`src/rtl/rtc_pkg.sv`:
```
package rtc_pkg;
  typedef enum logic [2:0] {
    ST_UNLOADED = 3'd0,
    ST_WAITING  = 3'd1,
    ST_LOADING  = 3'd2,
    ST_RUNNING  = 3'd3,
    ST_DONE     = 3'd4
  } task_st_e;
endpackage

```
`src/rtl/rtc_req_fifo.sv`:
```
module rtc_req_fifo #(
  parameter int DEPTH = 4,
  parameter int W     = 2
) (
  input  logic         clk,
  input  logic         rst,
  input  logic         push,
  input  logic [W-1:0] push_data,
  input  logic         pop,
  output logic [W-1:0] head,
  output logic         empty,
  output logic         full
);
  localparam int PW = (DEPTH > 1) ? $clog2(DEPTH) : 1;
  localparam logic [PW-1:0] LAST = PW'(DEPTH - 1);
  localparam logic [PW:0]   CAP  = (PW+1)'(DEPTH);

  logic [W-1:0] mem [DEPTH];
  logic [PW-1:0] wp_q, rp_q;
  logic [PW:0]   cnt_q;

  assign head  = mem[rp_q];
  assign empty = (cnt_q == '0);
  assign full  = (cnt_q == CAP);

  always_ff @(posedge clk) begin
    if (push) mem[wp_q] <= push_data;
  end

  always_ff @(posedge clk) begin
    if (rst) begin
      wp_q  <= '0;
      rp_q  <= '0;
      cnt_q <= '0;
    end else begin
      if (push) wp_q <= (wp_q == LAST) ? '0 : wp_q + 1'b1;
      if (pop)  rp_q <= (rp_q == LAST) ? '0 : rp_q + 1'b1;
      if (push && !pop)      cnt_q <= cnt_q + 1'b1;
      else if (pop && !push) cnt_q <= cnt_q - 1'b1;
    end
  end
endmodule

```
`src/rtl/rtc_capture.sv`:
```
module rtc_capture #(
  parameter int TASKS  = 4,
  parameter int REG_W  = 2,
  parameter int DATA_W = 32
) (
  input  logic                      clk,
  input  logic                      rst,
  input  logic                      set_en,
  input  logic [$clog2(TASKS)-1:0]  set_idx,
  input  logic [REG_W-1:0]          set_reg,
  input  logic [DATA_W-1:0]         set_data,
  input  logic                      clr_en,
  input  logic [$clog2(TASKS)-1:0]  clr_idx,
  input  logic [$clog2(TASKS)-1:0]  rd_idx,
  output logic                      rd_vld,
  output logic [REG_W-1:0]          rd_reg,
  output logic [DATA_W-1:0]         rd_data
);
  localparam int TW = $clog2(TASKS);

  logic [REG_W-1:0]  reg_q  [TASKS];
  logic [DATA_W-1:0] data_q [TASKS];
  logic [TASKS-1:0]  vld_q;

  always_ff @(posedge clk) begin
    if (set_en) begin
      reg_q[set_idx]  <= set_reg;
      data_q[set_idx] <= set_data;
    end
  end

  always_ff @(posedge clk) begin
    if (rst) begin
      vld_q <= '0;
    end else begin
      for (int i = 0; i < TASKS; i++) begin
        if (clr_en && clr_idx == TW'(i))      vld_q[i] <= 1'b0;
        else if (set_en && set_idx == TW'(i)) vld_q[i] <= 1'b1;
      end
    end
  end

  assign rd_vld  = vld_q[rd_idx];
  assign rd_reg  = reg_q[rd_idx];
  assign rd_data = data_q[rd_idx];
endmodule

```
`src/rtl/rtc_shadow.sv`:
```
module rtc_shadow #(
  parameter int TASKS  = 4,
  parameter int REGS   = 4,
  parameter int DATA_W = 32
) (
  input  logic                     clk,
  input  logic                     wr_en,
  input  logic [$clog2(TASKS)-1:0] wr_idx,
  input  logic [REGS*DATA_W-1:0]   wr_words,
  input  logic                     rd_en,
  input  logic [$clog2(TASKS)-1:0] rd_idx,
  input  logic [$clog2(REGS)-1:0]  rd_reg,
  output logic [DATA_W-1:0]        rd_data
);
  localparam int RW = $clog2(REGS);

  logic [REGS*DATA_W-1:0] q_flat;
  logic [RW-1:0]          sel_q;

  for (genvar g = 0; g < REGS; g++) begin : g_bank
    logic [DATA_W-1:0] bank [TASKS];
    logic [DATA_W-1:0] q;
    always_ff @(posedge clk) begin
      if (wr_en) bank[wr_idx] <= wr_words[g*DATA_W +: DATA_W];
      if (rd_en) q <= bank[rd_idx];
    end
    assign q_flat[g*DATA_W +: DATA_W] = q;
  end

  always_ff @(posedge clk) begin
    if (rd_en) sel_q <= rd_reg;
  end

  assign rd_data = q_flat[sel_q*DATA_W +: DATA_W];
endmodule

```
`src/rtl/recfg_task_ctrl.sv`:
```
module recfg_task_ctrl
  import rtc_pkg::*;
#(
  parameter int TASKS  = 4,
  parameter int REGS   = 4,
  parameter int DATA_W = 32,
  localparam int TASK_W = $clog2(TASKS),
  localparam int REG_W  = $clog2(REGS),
  localparam int ADDR_W = TASK_W + REG_W
) (
  input  logic                   clk,
  input  logic                   rst,
  input  logic                   bus_wr,
  input  logic                   bus_rd,
  input  logic [ADDR_W-1:0]      bus_addr,
  input  logic [DATA_W-1:0]      bus_wdata,
  output logic [DATA_W-1:0]      bus_rdata,
  output logic                   bus_rvalid,
  output logic                   rgn_wr,
  output logic [REG_W-1:0]       rgn_waddr,
  output logic [DATA_W-1:0]      rgn_wdata,
  input  logic [REGS*DATA_W-1:0] rgn_result,
  input  logic                   rgn_fin,
  output logic                   cfg_start,
  output logic [TASK_W-1:0]      cfg_task,
  input  logic                   cfg_done,
  output logic                   blk_irq,
  output logic [TASK_W-1:0]      blk_task,
  output logic                   unblk_irq,
  output logic [TASK_W-1:0]      unblk_task
);
  localparam logic [TASK_W:0] N_TASKS = (TASK_W+1)'(TASKS);

  task_st_e [TASKS-1:0] state_q;
  logic [TASK_W-1:0] res_q;
  logic              res_vld_q;

  // address decode
  logic [TASK_W-1:0] a_task;
  logic [REG_W-1:0]  a_reg;
  logic              a_in;
  logic              wr_v, rd_v;
  task_st_e          st_w, st_res;

  assign a_task = bus_addr[ADDR_W-1:REG_W];
  assign a_reg  = bus_addr[REG_W-1:0];
  assign a_in   = ({1'b0, a_task} < N_TASKS);
  assign wr_v   = bus_wr && a_in;
  assign rd_v   = bus_rd && a_in;
  assign st_w   = state_q[a_task];
  assign st_res = state_q[res_q];

  // event decode
  logic hit_res, hit_done, pass, region_free;
  logic miss, direct, push_req, push, pop, launch;
  logic load_ok, fin_ok, cap_set, fwd;
  logic [TASK_W-1:0] launch_task;
  logic fifo_empty, fifo_full;
  logic [TASK_W-1:0] fifo_head;
  logic cap_vld;
  logic [REG_W-1:0]  cap_reg;
  logic [DATA_W-1:0] cap_data;
  logic [DATA_W-1:0] sh_data;

  assign hit_res     = wr_v && res_vld_q && (a_task == res_q);
  assign hit_done    = hit_res && (st_res == ST_DONE);
  assign pass        = hit_res && (st_res == ST_RUNNING || st_res == ST_DONE);
  assign region_free = (!res_vld_q || st_res == ST_DONE) && !hit_done;
  assign miss        = wr_v && (st_w == ST_UNLOADED);
  assign direct      = miss && region_free && fifo_empty;
  assign push_req    = miss && !direct;
  assign push        = push_req && !fifo_full;
  assign pop         = region_free && !fifo_empty;
  assign launch      = pop || direct;
  assign launch_task = pop ? fifo_head : a_task;
  assign load_ok     = cfg_done && res_vld_q && (st_res == ST_LOADING);
  assign fin_ok      = rgn_fin && res_vld_q && (st_res == ST_RUNNING);
  assign fwd         = hit_res && (st_res == ST_LOADING);
  assign cap_set     = wr_v && (st_w == ST_UNLOADED || st_w == ST_WAITING ||
                                st_w == ST_LOADING);

  rtc_req_fifo #(.DEPTH(TASKS), .W(TASK_W)) u_fifo (
    .clk(clk), .rst(rst),
    .push(push), .push_data(a_task),
    .pop(pop), .head(fifo_head),
    .empty(fifo_empty), .full(fifo_full)
  );

  rtc_capture #(.TASKS(TASKS), .REG_W(REG_W), .DATA_W(DATA_W)) u_cap (
    .clk(clk), .rst(rst),
    .set_en(cap_set), .set_idx(a_task), .set_reg(a_reg), .set_data(bus_wdata),
    .clr_en(load_ok), .clr_idx(res_q),
    .rd_idx(res_q), .rd_vld(cap_vld), .rd_reg(cap_reg), .rd_data(cap_data)
  );

  rtc_shadow #(.TASKS(TASKS), .REGS(REGS), .DATA_W(DATA_W)) u_shadow (
    .clk(clk),
    .wr_en(fin_ok), .wr_idx(res_q), .wr_words(rgn_result),
    .rd_en(rd_v), .rd_idx(a_task), .rd_reg(a_reg), .rd_data(sh_data)
  );

  // task state machine
  always_ff @(posedge clk) begin
    if (rst) begin
      for (int i = 0; i < TASKS; i++) state_q[i] <= ST_UNLOADED;
      res_q     <= '0;
      res_vld_q <= 1'b0;
    end else begin
      for (int i = 0; i < TASKS; i++) begin
        if (launch && launch_task == TASK_W'(i))
          state_q[i] <= ST_LOADING;
        else if (launch && res_vld_q && res_q == TASK_W'(i))
          state_q[i] <= ST_UNLOADED;
        else if (push && a_task == TASK_W'(i))
          state_q[i] <= ST_WAITING;
        else if (fin_ok && res_q == TASK_W'(i))
          state_q[i] <= ST_DONE;
        else if (load_ok && res_q == TASK_W'(i))
          state_q[i] <= ST_RUNNING;
        else if (hit_done && a_task == TASK_W'(i))
          state_q[i] <= ST_RUNNING;
      end
      if (launch) begin
        res_q     <= launch_task;
        res_vld_q <= 1'b1;
      end
    end
  end

  // region write port: pass-through or replay
  always_ff @(posedge clk) begin
    if (rst) begin
      rgn_wr    <= 1'b0;
      rgn_waddr <= '0;
      rgn_wdata <= '0;
    end else begin
      rgn_wr <= pass || (load_ok && (cap_vld || fwd));
      if (pass || fwd) begin
        rgn_waddr <= a_reg;
        rgn_wdata <= bus_wdata;
      end else if (load_ok) begin
        rgn_waddr <= cap_reg;
        rgn_wdata <= cap_data;
      end
    end
  end

  // host interrupts and load start
  always_ff @(posedge clk) begin
    if (rst) begin
      blk_irq    <= 1'b0;
      blk_task   <= '0;
      unblk_irq  <= 1'b0;
      unblk_task <= '0;
      cfg_start  <= 1'b0;
      cfg_task   <= '0;
    end else begin
      blk_irq   <= miss;
      unblk_irq <= load_ok;
      cfg_start <= launch;
      if (miss)    blk_task   <= a_task;
      if (load_ok) unblk_task <= res_q;
      if (launch)  cfg_task   <= launch_task;
    end
  end

  // read path
  logic              rd_rgn_q;
  logic [DATA_W-1:0] rgn_word_q;

  always_ff @(posedge clk) begin
    if (rst) begin
      bus_rvalid <= 1'b0;
      rd_rgn_q   <= 1'b0;
      rgn_word_q <= '0;
    end else begin
      bus_rvalid <= rd_v;
      if (rd_v) begin
        rd_rgn_q   <= (st_w == ST_LOADING || st_w == ST_RUNNING ||
                       st_w == ST_DONE);
        rgn_word_q <= rgn_result[a_reg*DATA_W +: DATA_W];
      end
    end
  end

  assign bus_rdata = rd_rgn_q ? rgn_word_q : sh_data;
endmodule

```
`config.mk`:
```
export PLATFORM = sky130hd
export DESIGN_NAME = recfg_task_ctrl
export DESIGN_NICKNAME = d
export VERILOG_FILES = /design/src/rtl/rtc_pkg.sv /design/src/rtl/rtc_req_fifo.sv /design/src/rtl/rtc_capture.sv /design/src/rtl/rtc_shadow.sv /design/src/rtl/recfg_task_ctrl.sv
export SDC_FILE = /design/constraint.sdc
export NUM_CORES = 1
export LEC_CHECK = 0
export BUFFER_PORTS_ARGS = -buffer_cell sky130_fd_sc_hd__buf_2
export CAP_MARGIN = 20
export CORE_AREA = 2 2 255 257
export DETAILED_ROUTE_END_ITERATION = 8
export DIE_AREA = 0 0 257 259
export PLACE_DENSITY = 0.75
export SLEW_MARGIN = 20
export SYNTH_ARGS = -nofsm -noshare
export SYNTH_HDL_FRONTEND = slang
export SYNTH_SLANG_ARGS = --single-unit
export TNS_END_PERCENT = 10
```
`constraint.sdc`:
```
create_clock -name clk -period 11.41 [get_ports clk]
set_input_delay 1.7115 -clock clk [delete_from_list [all_inputs] [get_ports clk]]
set_output_delay 1.7115 -clock clk [all_outputs]
set_load 0.02 [all_outputs]
```
==> impl_metrics.json, run 1 <==
{
  "die_h_um": 259,
  "cts_tree": "done",
  "cts_buffers": 87,
  "cts_max_level": 3,
  "ys_seq_area_frac": 0.753,
  "worstPathRequired_ps": 9700,
  "setup.worst_path.start": "u_shadow.sel_q[0]$_DFFE_PP_",
  "grt_max_degree": 132,
  "hpwl_um": 37500,
  "netlist_area_mm2": 0.0342,
  "antenna_found_initial": 24,
  "hp-class": "reg2reg",
  "cpPeakStageDelay_ps": 1010,
  "layout-drive-gt1-share": 0.349,
  "syn_area_per_cell_um2": 21.3,
  "worstPathArrival_ps": 3370,
  "powerDensity_mw_per_mm2": 187,
  "synth_nets": 1783,
  "insertion_delay_ps": 610,
  "setup_violations": 0,
  "fin_util": 0.614,
  "worstMarginPinSlew_ps": 1020,
  "root_buffer": "clkbuf_16",
  "seqCellArea_mm2": 0.0257,
  "skew_ps": 10.2,
  "cts.path.max_buffers": 3,
  "cp-end-kind": "output pin",
  "multi_input_area_mm2": 0.00804,
  "postCtsSetupBuffers": 0,
  "p_leak_uw": 0.0131,
  "clkTransAtPathRegs_ps": 60,
  "cpMaxStageDelayCell": "edfxtp_1",
  "cp_cell_sequence": "buf_4 -> mux4_2 -> mux2_2 -> buf_2",
  "r2r-start": "cfg_task[0]$_SDFFE_PP0P_",
  "fin_hold_ws_ps": 462,
  "worstPathMaxFanout": 21,
  "drt-total-wl_um": 70600,
  "status": "finished, final reports clean",
  "viasPerCell": 5.93,
  "synth_seq_cells": 892,
  "drtIter0Drc": 1386,
  "min_period_over_period": 0.445,
  "async_reset_ff_frac": 0,
  "grt_pass1_vias": 17539,
  "start_kind": "register",
  "initial_core_util": 0.535,
  "cap_viol_max_count": 0,
  "vias": 16620,
  "io_pins": 247,
  "fill_cells": 4417,
  "min_from": "u_cap.vld_q[2]$_SDFFE_PP0P_",
  "rows": 93,
  "grt_util_all_layers": 0.214,
  "post_synth_num_cell_types": 54,
  "cts_hold_buf": 0,
  "yosysWarnings": 0,
  "dp.cells": 2638,
  "critical_path_buf_inv_count": 2,
  "crit_type": "reg2out",
  "grt_first_pass_wirelength_um": 106000,
  "grt_overflow": 0,
  "area_growth_syn_to_layout_pct": 14.8,
  "wl_per_cell_um": 25.2,
  "synthCells": 1606,
  "power.total_uw": 7350,
  "ys.flop_type": "edfxtp_1",
  "crit_path_end": "bus_rdata[9]",
  "cp.depth": 4,
  "dr.pass1.iters": 5,
  "ff2ff_path_depth": 5,
  "ir_worst_vdd_v": 0.000146,
  "rsz0062_at_grt": "no",
  "die_w_um": 257,
  "slew_violations": 0,
  "crit_family": "flip-flops",
  "layout_min_cycle_time_ps": 5080,
  "ant_nets": 0,
  "fin_nets": 2049,
  "slew_headroom": 0.320,
  "io_buffers": 246,
  "gp_congestion": 0.848,
  "reg2reg_slack_ps": 7460,
  "remaining_drc_errors": 0,
  "cts_resized": 0,
  "die_area_mm2": 0.0666,
  "fin_cells": 2803,
  "hold_viol": 0,
  "timing.fmax_mhz": 197,
  "synth_enable_flop_cells": 786,
  "rr_endpoint": "u_shadow.g_bank[1].bank[0][2]$_DFFE_PP_",
  "clock-sinks": 892,
  "core_area_mm2": 0.0639
}
[flip-flops by register name (all words and copies together) (netlist names), 2 cells and up, named ones only]
name                  flops
u_fifo.cnt_q              3
blk_task                  2
rgn_word_q               32
u_fifo.mem                8
rgn_waddr                 2
u_cap.vld_q               4
u_fifo.wp_q               2
cfg_task                  2
u_cap.data_q            128
state_q                  12
u_shadow.sel_q            2
rgn_wdata                32
u_shadow.g_bank.bank    512
unblk_task                2
u_cap.reg_q               8
u_shadow.g_bank.q       128
u_fifo.rp_q               2
[cell families (layout without fill, tap and decap cells)]
group	count (synthesis)	in the layout	share of synthesized area
flops	892	892	0.753
mux	340	340	0.187
simple gates	154	154	0.0213
compound gates	106	106	0.0225
buf+inv	103	438	0.0126
fa+ha+maj	7	7	0.00278
xor+xnor	4	4	0.00103
other cells	0	7	0
[layout by cell type (no fill, tap or decap), types with 6 or more instances in the layout]
| master | instances |
|---|---|
| mux2_2 | 33 |
| o21ai_0 | 6 |
| nor3_1 | 7 |
| a211oi_1 | 41 |
| a21o_1 | 7 |
| buf_4 | 22 |
| clkinv_2 | 12 |
| buf_2 | 241 |
| clkbuf_1 | 32 |
| nand3_1 | 9 |
| diode_2 | 7 |
| a21oi_1 | 23 |
| mux2i_1 | 73 |
| bufinv_16 | 10 |
| edfxtp_1 | 786 |
| dfxtp_1 | 104 |
| inv_1 | 10 |
| nand2_1 | 13 |
| clkbuf_16 | 89 |
| and2_1 | 7 |
| mux4_2 | 234 |
| nor2b_1 | 6 |
| nor2_1 | 84 |
| ha_1 | 6 |
[routing by layer]
layer,global-route usage,share of wire,vias to the layer above,wire length (um)
met2,0.357,0.50,566,35500
met1,0.282,0.41,8701,28800
li1,-,-,7191,-
met3,0.0455,0.064,136,4540
met5,0,0.0021,-,151
met4,0.0725,0.023,26,1630
[power by group]
| group | total [uW] | leakage [uW] | switching [uW] | internal [uW] |
|---|---|---|---|---|
| registers | 3730 | 0.00806 | 76.5 | 3650 |
| clock network | 2840 | 0.00136 | 1150 | 1690 |
| logic | 774 | 0.00363 | 429 | 346 |
| total | 7350 | 0.0131 | 1660 | 5690 |
[how the worst min path moves through the flow]
stage                                             end  slack [ps]  depth (start not counted)
after floorplan           u_cap.vld_q[2]$_SDFFE_PP0P_         440                          1
after global placement    u_cap.vld_q[1]$_SDFFE_PP0P_         440                          1
after detailed placement  u_cap.vld_q[2]$_SDFFE_PP0P_         450                          1
after CTS                 u_cap.vld_q[2]$_SDFFE_PP0P_         470                          1
after global routing      u_cap.vld_q[2]$_SDFFE_PP0P_         470                          1
final                     u_cap.vld_q[2]$_SDFFE_PP0P_         460                          1
[Yosys cell counts, types with 13 or more instances]
library cell,count,share of area
buf_2,17,0.0025
a211oi_1,41,0.0090
mux2i_1,73,0.021
dfxtp_1,106,0.062
edfxtp_1,786,0.69
mux4_2,234,0.15
nand2_1,13,0.0014
clkbuf_1,54,0.0059
a21oi_1,23,0.0034
nor2_1,85,0.0093
mux2_2,33,0.011
buf_1,16,0.0018
[stage by stage]
step	setup WS, ps	cell area [um^2]	setup TNS [ps]
CTS	6150	39200	0
global placement	5870	36400	0
global route	6130	39200	0
floorplan	-148	34200	-56050
finish	6330	39200	0
detailed placement	5800	36400	0
[layout make-up]
type,count,area share
multi-input cells,611,0.205
well taps,855,0.0273
diodes,7,0.000447
repair buffers,269,0.0375
inverters,11,0.00118
flip-flops and latches,892,0.656
clock buffers,125,0.0613
clock inverters,33,0.0109
(Power assumes the default switching activity.)
==> run 2, diff against run 1 <==
--- a/config.mk
+++ b/config.mk
@@ -5,11 +5,12 @@
 export SDC_FILE = /design/constraint.sdc
 export NUM_CORES = 1
 export LEC_CHECK = 0
+export ABC_AREA = 1
 export BUFFER_PORTS_ARGS = -buffer_cell sky130_fd_sc_hd__buf_2
 export CAP_MARGIN = 20
-export CORE_AREA = 2 2 255 257
+export CORE_AREA = 2 2 256 258
 export DETAILED_ROUTE_END_ITERATION = 8
-export DIE_AREA = 0 0 257 259
+export DIE_AREA = 0 0 258 260
 export PLACE_DENSITY = 0.75
 export SLEW_MARGIN = 20
 export SYNTH_ARGS = -nofsm -noshare
==> constraint.sdc (replaced) <==
create_clock -name clk -period 4.15 [get_ports clk]
set_input_delay 0.6225 -clock clk [delete_from_list [all_inputs] [get_ports clk]]
set_output_delay 0.6225 -clock clk [all_outputs]
set_load 0.02 [all_outputs]
==> run 2 against run 1 <==
Register-to-register slack lost 6500 ps. Critical path type unchanged. Clock skew up 27 ps. Sequential power rose to 2.8 times the previous value. Combinational power rose to 3.6 times the previous value. Critical path depth up 2. Via count up 37%. Clock power rose to 2.9 times the previous value. Critical endpoint is now bus_rdata[0]. Die area grew 0.78%. Cell count increased by 36%. Sequential cell count stayed put.
==> impl_metrics.json, run 2 <==
{
  "powerDensity_mw_per_mm2": 537,
  "hold_viol": 0,
  "drtIter0Drc": 2751,
  "grt_overflow": 0,
  "cts_hold_buf": 0,
  "synth_enable_flop_cells": 786,
  "wl_per_cell_um": 22.9,
  "post_synth_num_cell_types": 38,
  "viasPerCell": 5.99,
  "final_cell_mix": "edfxtp_1, nand2_1, nor2_1",
  "clkTransAtPathRegs_ps": 60,
  "hpwl_um": 48800,
  "yosysWarnings": 0,
  "ys_seq_area_frac": 0.749,
  "grt_first_pass_wirelength_um": 130000,
  "synth_most_common_cell": "edfxtp_1",
  "remaining_drc_errors": 0,
  "min_from": "rgn_result[41]",
  "setup_violations": 0,
  "power.total_uw": 21300,
  "cp-end-kind": "output pin",
  "reg2reg_slack_ps": 1000,
  "syn_area_per_cell_um2": 13.0,
  "yosysTopAreaCellShare": 0.687,
  "hp-class": "in2reg",
  "post-synth-top-area-cell": "edfxtp_1",
  "whs_path_depth": 1,
  "worstPathRequired_ps": 3530,
  "skew_ps": 37.3,
  "root_buffer": "clkbuf_16",
  "largest_register_ffs": 512,
  "die_h_um": 260,
  "rsz0062_at_grt": "no",
  "synth_commonest_cells": "edfxtp_1, nand2_1, nor2_1",
  "top_register": "u_shadow.g_bank.bank",
  "slew_violations": 0,
  "io_pins": 247,
  "layout_commonest_cell": "edfxtp_1",
  "worstHoldEndpoint": "u_shadow.g_bank[1].bank[3][9]$_DFFE_PP_",
  "synth_seq_cells": 892,
  "grt_max_degree": 131,
  "layout_min_cycle_time_ps": 3420,
  "ys.flop_type": "edfxtp_1",
  "async_reset_ff_frac": 0,
  "rows": 93,
  "timing.fmax_mhz": 293,
  "drt-total-wl_um": 87200,
  "layout-drive-gt1-share": 0.159,
  "postCtsSetupBuffers": 0,
  "dr.pass1.iters": 6,
  "grt_pass1_vias": 22753,
  "setup_ws_ps": 734,
  "gp_congestion": 0.849,
  "die_w_um": 258,
  "fin_nets": 3049,
  "cap_viol_max_count": 0,
  "worstPathMaxFanout": 64,
  "die_area_mm2": 0.0671,
  "initial_core_util": 0.535,
  "synthCells": 2643,
  "min_period_over_period": 0.823,
  "start_kind": "register",
  "area_growth_syn_to_layout_pct": 15.3,
  "slew_headroom": 0.297,
  "ant_nets": 0,
  "worstPathArrival_ps": 2790,
  "cts_resized": 0,
  "cts_buffers": 89,
  "crit_type": "reg2out",
  "synth_nets": 2820,
  "p_leak_uw": 0.0144,
  "vias": 22851,
  "rr_endpoint": "u_fifo.cnt_q[2]$_SDFFE_PP0P_",
  "grt_util_all_layers": 0.255,
  "worstMarginPinSlew_ps": 1060,
  "cts_max_level": 3,
  "antenna_found_initial": 16,
  "ir_worst_vdd_v": 0.000351,
  "netlist_area_mm2": 0.0343,
  "ff2ff_path_depth": 19,
  "cts.path.max_buffers": 3,
  "cts_tree": "done",
  "io_buffers": 246,
  "place_ws_ps": 579,
  "r2r-start": "cfg_task[1]$_SDFFE_PP0P_",
  "ys_top_cells_by_area": "edfxtp_1, dfxtp_1, a22oi_1",
  "top_regs": "u_shadow.g_bank.bank x512, u_cap.data_q x128, u_shadow.g_bank.q x128",
  "insertion_delay_ps": 660,
  "core_area_mm2": 0.0641,
  "status": "finished, final reports clean",
  "clock-sinks": 892
}
[run 2: worst max-delay path by stage]
stage,startpoint,to,slack [ps],depth (start not counted)
5_1_grt,u_shadow.sel_q[0]$_DFFE_PP_,bus_rdata[0],620,6
3_5_place_dp,bus_addr[2],u_fifo.cnt_q[2]$_SDFFE_PP0P_,580,18
2_1_floorplan,cfg_task[0]$_SDFFE_PP0P_,u_shadow.g_bank[0].bank[2][0]$_DFFE_PP_,-170,9
6_report,u_shadow.sel_q[0]$_DFFE_PP_,bus_rdata[0],730,6
4_1_cts,u_shadow.sel_q[0]$_DFFE_PP_,bus_rdata[0],720,6
3_3_place_gp,bus_addr[2],u_fifo.cnt_q[2]$_SDFFE_PP0P_,610,18
[run 2: through the flow]
stage | instances | area (um^2) | hold WS [ps] | utilization | TNS [ps]
finish | 3813 | 39600 | 189 | 0.617 | 0
global route | 3808 | 39600 | 170 | 0.617 | 0
global placement | 3635 | 36500 | 470 | 0.570 | 0
detailed placement | 3635 | 36500 | 503 | 0.570 | 0
CTS | 3802 | 39500 | 162 | 0.617 | 0
floorplan | 2643 | 34300 | 458 | - | -43570
[run 2: kinds of logic (layout without fill, tap and decap cells)]
| kind of cell | Yosys count | count (layout) | synth area share |
|---|---|---|---|
| DFF | 892 | 892 | 0.749 |
| and+or+nand+nor | 787 | 787 | 0.0929 |
| AOI/OAI and AO/OA | 658 | 658 | 0.120 |
| buffers and inverters | 297 | 602 | 0.0343 |
| adders and majority gates | 7 | 7 | 0.00277 |
| xor gates and xnor gates | 2 | 2 | 0.000510 |
| other | 0 | 10 | 0 |
[run 2: layout make-up]
cell class | instances | area (um^2)
sequential | 892 | 25700
inverter | 138 | 549
tap | 855 | 1070
antenna | 10 | 25.0
clock inverter | 41 | 462
multi-input combinational | 1454 | 7460
fill | 4720 | 24500
timing repair buffer | 297 | 1740
clock buffer | 126 | 2550
[run 2: power breakdown]
part / switching, uW / internal (uW)
clock network: 3380 / 4750
registers: 209 / 10100
logic: 1980 / 838
total: 5570 / 15700
[run 2: metal layers]
metal  up-vias  track usage  part of all wire  wire length, um
met5         -            0           0.00080               70
met4        12       0.0963             0.029             2500
met3       191       0.0461             0.084             7290
met2      1138        0.435              0.50            43200
met1     11347        0.326              0.39            34100
li1      10163            -                 -                -
[run 2: critical path, stage by stage (launching register included)]
cell	delay [ps]
edfxtp_1	350
buf_4	690
nor2_1	120
o32ai_1	290
nand2_1	80
o21ai_0	280
buf_2	280
